`src/rtl/halt_pkg.sv`:
```
package halt_pkg;

    typedef enum logic [1:0] {
        ST_RUN  = 2'd0,
        ST_HALT = 2'd1,
        ST_WAKE = 2'd2
    } hstate_e;

    typedef enum logic [1:0] {
        ACT_NONE = 2'd0,
        ACT_HALT = 2'd1,
        ACT_WDG  = 2'd2
    } halt_act_e;

    localparam logic [1:0] IMASK_ON_HALT = 2'b10;

endpackage

```
`src/rtl/halt_entry_decode.sv`:
```
module halt_entry_decode
    import halt_pkg::*;
(
    input  logic      halt_insn,
    input  logic      osc_irq_en,
    input  logic      wdg_en,
    input  logic      wdg_halt_opt,
    output halt_act_e act
);

    always_comb begin
        act = ACT_NONE;
        if (halt_insn && !osc_irq_en) begin
            if (wdg_en && !wdg_halt_opt) begin
                act = ACT_WDG;
            end else begin
                act = ACT_HALT;
            end
        end
    end

endmodule

```
`src/rtl/stab_counter.sv`:
```
module stab_counter #(
    parameter int SHORT_CYC = 256,
    parameter int LONG_CYC  = 4096
) (
    input  logic clk,
    input  logic rst_n,
    input  logic run,
    input  logic restart,
    input  logic long_sel,
    output logic done
);

    localparam int CNT_W = $clog2(LONG_CYC + 1);
    localparam logic [CNT_W-1:0] SHORT_LAST = CNT_W'(SHORT_CYC - 1);
    localparam logic [CNT_W-1:0] LONG_LAST  = CNT_W'(LONG_CYC - 1);

    logic [CNT_W-1:0] cnt_q;
    logic             sel_q;
    logic [CNT_W-1:0] last;

    assign last = sel_q ? LONG_LAST : SHORT_LAST;

    always_ff @(posedge clk or negedge rst_n) begin
        if (!rst_n) begin
            cnt_q <= '0;
            sel_q <= 1'b0;
        end else if (restart) begin
            cnt_q <= '0;
            sel_q <= long_sel;
        end else if (run && cnt_q != last) begin
            cnt_q <= cnt_q + 1'b1;
        end
    end

    assign done = run && !restart && (cnt_q == last);


    restart_zero_chk: assert property (@(posedge clk) disable iff (!rst_n)
        restart |=> (cnt_q == '0));


    cnt_bound_chk: assert property (@(posedge clk) disable iff (!rst_n)
        run |-> (cnt_q <= last));

endmodule

```
`src/rtl/halt_wake_ctrl.sv`:
```
module halt_wake_ctrl
    import halt_pkg::*;
#(
    parameter int SHORT_CYC = 256,
    parameter int LONG_CYC  = 4096
) (
    input  logic       clk,
    input  logic       rst_n,
    input  logic       halt_insn,
    input  logic       osc_irq_en,
    input  logic       wdg_en,
    input  logic       wdg_halt_opt,
    input  logic       long_delay,
    input  logic       wake_irq,
    input  logic       other_irq,
    input  logic       reset_req,
    output logic       osc_en,
    output logic       cpu_clk_en,
    output logic       per_clk_en,
    output logic       imask_force,
    output logic [1:0] imask_val,
    output logic       wdg_rst,
    output logic       resume,
    output logic       resume_is_reset,
    output logic [1:0] state
);

    hstate_e   st_q, st_n;
    halt_act_e act;
    logic      start_wd;
    logic      dly_done;
    logic      reason_q, reason_n;
    logic      wdg_q, wdg_n;
    logic      force_q, force_n;
    logic      resume_q, resume_n;

    halt_entry_decode u_decode (
        .halt_insn    (halt_insn),
        .osc_irq_en   (osc_irq_en),
        .wdg_en       (wdg_en),
        .wdg_halt_opt (wdg_halt_opt),
        .act          (act)
    );

    stab_counter #(
        .SHORT_CYC (SHORT_CYC),
        .LONG_CYC  (LONG_CYC)
    ) u_stab (
        .clk      (clk),
        .rst_n    (rst_n),
        .run      (st_q == ST_WAKE),
        .restart  (start_wd),
        .long_sel (long_delay),
        .done     (dly_done)
    );

    // next-state and event decisions
    always_comb begin
        st_n     = st_q;
        start_wd = 1'b0;
        reason_n = reason_q;
        wdg_n    = 1'b0;
        force_n  = 1'b0;
        resume_n = 1'b0;
        unique case (st_q)
            ST_RUN: begin
                if (reset_req) begin
                    st_n     = ST_WAKE;
                    start_wd = 1'b1;
                    reason_n = 1'b1;
                end else if (act == ACT_WDG) begin
                    wdg_n = 1'b1;
                end else if (act == ACT_HALT) begin
                    st_n    = ST_HALT;
                    force_n = 1'b1;
                end
            end
            ST_HALT: begin
                if (reset_req) begin
                    st_n     = ST_WAKE;
                    start_wd = 1'b1;
                    reason_n = 1'b1;
                end else if (wake_irq) begin
                    st_n     = ST_WAKE;
                    start_wd = 1'b1;
                    reason_n = 1'b0;
                end
            end
            ST_WAKE: begin
                if (reset_req) begin
                    start_wd = 1'b1;
                    reason_n = 1'b1;
                end else if (dly_done) begin
                    st_n     = ST_RUN;
                    resume_n = 1'b1;
                end
            end
            default: begin
                st_n = ST_RUN;
            end
        endcase
    end

    // state register
    always_ff @(posedge clk or negedge rst_n) begin
        if (!rst_n) begin
            st_q     <= ST_RUN;
            reason_q <= 1'b0;
            wdg_q    <= 1'b0;
            force_q  <= 1'b0;
            resume_q <= 1'b0;
        end else begin
            st_q     <= st_n;
            reason_q <= reason_n;
            wdg_q    <= wdg_n;
            force_q  <= force_n;
            resume_q <= resume_n;
        end
    end

    // outputs
    always_comb begin
        osc_en     = 1'b1;
        cpu_clk_en = 1'b0;
        per_clk_en = 1'b1;
        unique case (st_q)
            ST_RUN: begin
                cpu_clk_en = 1'b1;
            end
            ST_HALT: begin
                osc_en     = 1'b0;
                per_clk_en = 1'b0;
            end
            ST_WAKE: begin
                cpu_clk_en = 1'b0;
            end
            default: begin
                cpu_clk_en = 1'b0;
            end
        endcase
        imask_force     = force_q;
        imask_val       = force_q ? IMASK_ON_HALT : 2'b00;
        wdg_rst         = wdg_q;
        resume          = resume_q;
        resume_is_reset = reason_q;
        state           = st_q;
    end


    halt_gate_chk: assert property (@(posedge clk) disable iff (!rst_n)
        (st_q == ST_HALT && $past(st_q) == ST_RUN) |-> $past(halt_insn && !osc_irq_en));


    wdg_cause_chk: assert property (@(posedge clk) disable iff (!rst_n)
        wdg_rst |-> $past(halt_insn && wdg_en && !wdg_halt_opt && st_q == ST_RUN));


    halt_hold_chk: assert property (@(posedge clk) disable iff (!rst_n)
        (st_q == ST_HALT && !wake_irq && !reset_req) |=> (st_q == ST_HALT));


    resume_origin_chk: assert property (@(posedge clk) disable iff (!rst_n)
        resume |-> ($past(st_q) == ST_WAKE && st_q == ST_RUN));


    reset_wins_chk: assert property (@(posedge clk) disable iff (!rst_n)
        (st_q == ST_HALT && reset_req) |=> (st_q == ST_WAKE && resume_is_reset));

endmodule

```
`config.mk`:
```
export PLATFORM = sky130hd
export DESIGN_NAME = halt_wake_ctrl
export DESIGN_NICKNAME = d
export VERILOG_FILES = /design/src/rtl/halt_pkg.sv /design/src/rtl/halt_entry_decode.sv /design/src/rtl/stab_counter.sv /design/src/rtl/halt_wake_ctrl.sv
export SDC_FILE = /design/constraint.sdc
export NUM_CORES = 1
export LEC_CHECK = 0
export BUFFER_PORTS_ARGS = -buffer_cell sky130_fd_sc_hd__buf_2
export CAP_MARGIN = 10
export CORE_AREA = 2 2 52 54
export CTS_CLUSTER_SIZE = 30
export DETAILED_ROUTE_END_ITERATION = 10
export DIE_AREA = 0 0 54 56
export GPL_TIMING_DRIVEN = 0
export PLACE_DENSITY = 0.72
export SKIP_LAST_GASP = 1
export SYNTH_ARGS = -nofsm -noshare
export SYNTH_HDL_FRONTEND = slang
export SYNTH_SLANG_ARGS = --single-unit
```
`constraint.sdc`:
```
create_clock -name clk -period 1.5 [get_ports clk]
set_input_delay 0.3 -clock clk [delete_from_list [all_inputs] [get_ports clk]]
set_output_delay 0.3 -clock clk [all_outputs]
set_load 0.01 [all_outputs]
```
==> flow_summary.json <==
{
  "grt_max_degree": 21,
  "r2r_setup_slack_ps": -120,
  "finalCritPeriodShare_pct": 108,
  "avgSynthCellArea_um2": 9.09,
  "area_growth_pct": 47.1,
  "yosysWarnings": 0,
  "violations": "setup timing",
  "clock_latency_ps": 300,
  "power.density_mw_per_mm2": 557,
  "hp-class": "primary input to flop",
  "clockBufferDepth": 2,
  "rr_startpoint": "u_stab.cnt_q[9]",
  "grt_pass1_wl_mm": 5.10,
  "syn-num-nets": 139,
  "max_cap_violations": 0,
  "place_congestion": 0.800,
  "ant_nets": 0,
  "design.die.area_mm2": 0.00302,
  "htree_num_levels": 1,
  "clock-root-buffer": "clkbuf_4",
  "p_leak_nw": 0.777,
  "first_pass_iters": 4,
  "endpoint": "u_stab.cnt_q[10]",
  "hold_slack_ps": 189,
  "critical_path_class": "flop to flop",
  "synth.area.top_cells": "dfrtp_1, a21oi_1, nand2_1",
  "nNetsFinal": 192,
  "hpwl_mm": 1.94,
  "drc": 0,
  "synth_cells": 128,
  "path_clk_slew_ps": 110,
  "num_vias": 1225,
  "avgRoutedWirePerCell_um": 16.6,
  "timing.final.ws_setup_ps": -118,
  "skew_ps": 5.01,
  "slew_headroom_pct": 66.6,
  "ys_ff_latch": 20,
  "antenna_found_initial": 0,
  "io_buffers": 18,
  "final_cell_mix": "buf_4, dfrtp_1, buf_2",
  "wirelength_mm": 3.46,
  "finalInstanceArea_mm2": 0.00171,
  "rr_endpoint": "u_stab.cnt_q[10]",
  "cp_data_arrival_time_ps": 1860,
  "slew_violations": 0,
  "reg2reg_depth": 4,
  "timing.fmax_mhz": 618,
  "grt_usage_pct": 22.8,
  "yosysTopAreaCell": "dfrtp_1",
  "crit_required_ps": 1740,
  "netlist_area_mm2": 0.00116,
  "synth-seq-area-share_pct": 43.0,
  "cts_tree": "done",
  "yosysTopAreaCellShare_pct": 43.0,
  "initial_utilization_pct": 47.8,
  "start_kind": "flop",
  "drive_gt1_share_pct": 43.6,
  "synthFlopType": "dfrtp_1",
  "clock-sinks": 20,
  "status": "complete, but fails checks",
  "worstMarginPinSlew_ps": 501,
  "numCtsBuffers": 3,
  "grt_overflow": 0,
  "min_path_cells": 3,
  "worstSetupStartpoint": "u_stab.cnt_q[9]",
  "ir_worst_vdd_mv": 0.535,
  "die_h_um": 56,
  "crit_path_max_fanout": 6,
  "vias_per_cell": 5.86,
  "dieWidth_um": 54,
  "grt_pass1_vias": 1099,
  "synth_edf_count": 0,
  "rsz0062_at_grt": "yes",
  "hold_violations": 0,
  "n_antenna_cell": 0,
  "ys_async_sr_fraction_pct": 100,
  "power_uw": 953,
  "ys_types": 37,
  "fp-row-count": 18,
  "layout_commonest_cell": "buf_4",
  "drt-initial-drc-count": 27,
  "final_core_util_pct": 70.4,
  "setup_viol": 15,
  "core-area_mm2": 0.00243,
  "io_pins": 21,
  "period_minus_slack_ps": 1620,
  "worst_setup_path_end_kind": "flop",
  "place_area_mm2": 0.00132
}
==> cells in the mapped netlist (2+ instances only) <==
cell type / n
a2111o_1: 2
and4_1: 2
a211oi_1: 2
mux2i_1: 5
a21o_1: 3
nand4_1: 4
dfrtp_1: 20
or4_1: 2
nor2b_1: 3
a311oi_1: 2
nor3_1: 4
a21oi_1: 15
inv_1: 4
o21ai_0: 3
nand2b_1: 7
buf_4: 6
and3_1: 2
nor2_1: 4
nand3_1: 6
nand2_1: 15
==> cell families after synthesis <==
kind of cell / after synthesis / synth area share [%]
AO/OA/AOI/OAI: 32 / 18.1
adder cells (fa/ha/maj): 1 / 1.08
AND/OR/NAND/NOR: 57 / 27.3
flip-flops: 20 / 43.0
other: 1 / 0.322
multiplexers: 5 / 4.30
buffers and inverters: 12 / 5.91
==> state kept, by name, summed over array words and instances, names as in the netlist <==
register,cells
resume_is_reset,1
wdg_rst,1
imask_force,1
u_stab.cnt_q,13
u_stab.sel_q,1
resume,1
state,2
==> critical path, cell delays in order (launching register included) <==
cell and delay [ps]:
dfrtp_1 430, and4_4 190, a32o_2 320, or4b_1 490
a21oi_1 130
==> per-stage QoR <==
step | setup slack, ps | cells | TNS, ps
global route | -170 | 209 | -1970
floorplan | -31.3 | 128 | -88.4
global placement | -163 | 176 | -1500
finish | -118 | 209 | -883
detailed placement | -262 | 176 | -2560
CTS | -84.1 | 195 | -601
==> power breakdown <==
group | leakage [nW] | internal (mW) | switching [mW]
Clock | 0.0138 | 0.0938 | 0.166
Sequential | 0.265 | 0.548 | 0.0135
Combinational | 0.499 | 0.0562 | 0.0755
Total | 0.777 | 0.698 | 0.254
==> metal layers <==
layer	track usage (%)	wire, um	up-vias
met5	0	0	-
met4	7.50	126	0
met3	2.42	184	15
met2	37.8	1830	49
met1	30.2	1320	586
li1	-	-	575
==> worst min-delay path by stage <==
stage / from / to / slack [ps]
floorplan: rst_n / imask_force / 4
global placement: rst_n / wdg_rst / 270
detailed placement: rst_n / wdg_rst / 280
CTS: long_delay / u_stab.sel_q / 190
global route: long_delay / u_stab.sel_q / 200
finish: long_delay / u_stab.sel_q / 190
==> area by class of cell <==
cell class | instances | area (um2)
Fill cell | 186 | 721
Inverter | 4 | 17.5
Sequential cell | 20 | 500
Timing Repair Buffer | 48 | 339
Tap cell | 30 | 37.5
Clock buffer | 3 | 22.5
Buffer | 8 | 75.1
Multi-Input combinational cell | 96 | 719
==> repair_timing <==
item / in CTS / in global routing
endpoints found under the hold margin: 20 / 0
setup endpoints to repair: 16 / 18
pin swaps: 6 / 8
gates resized for setup: 13 / 21
setup buffers: 15 / 14
hold buffers: 1 / 0
Note: power is estimated with default switching activity, not from simulation.
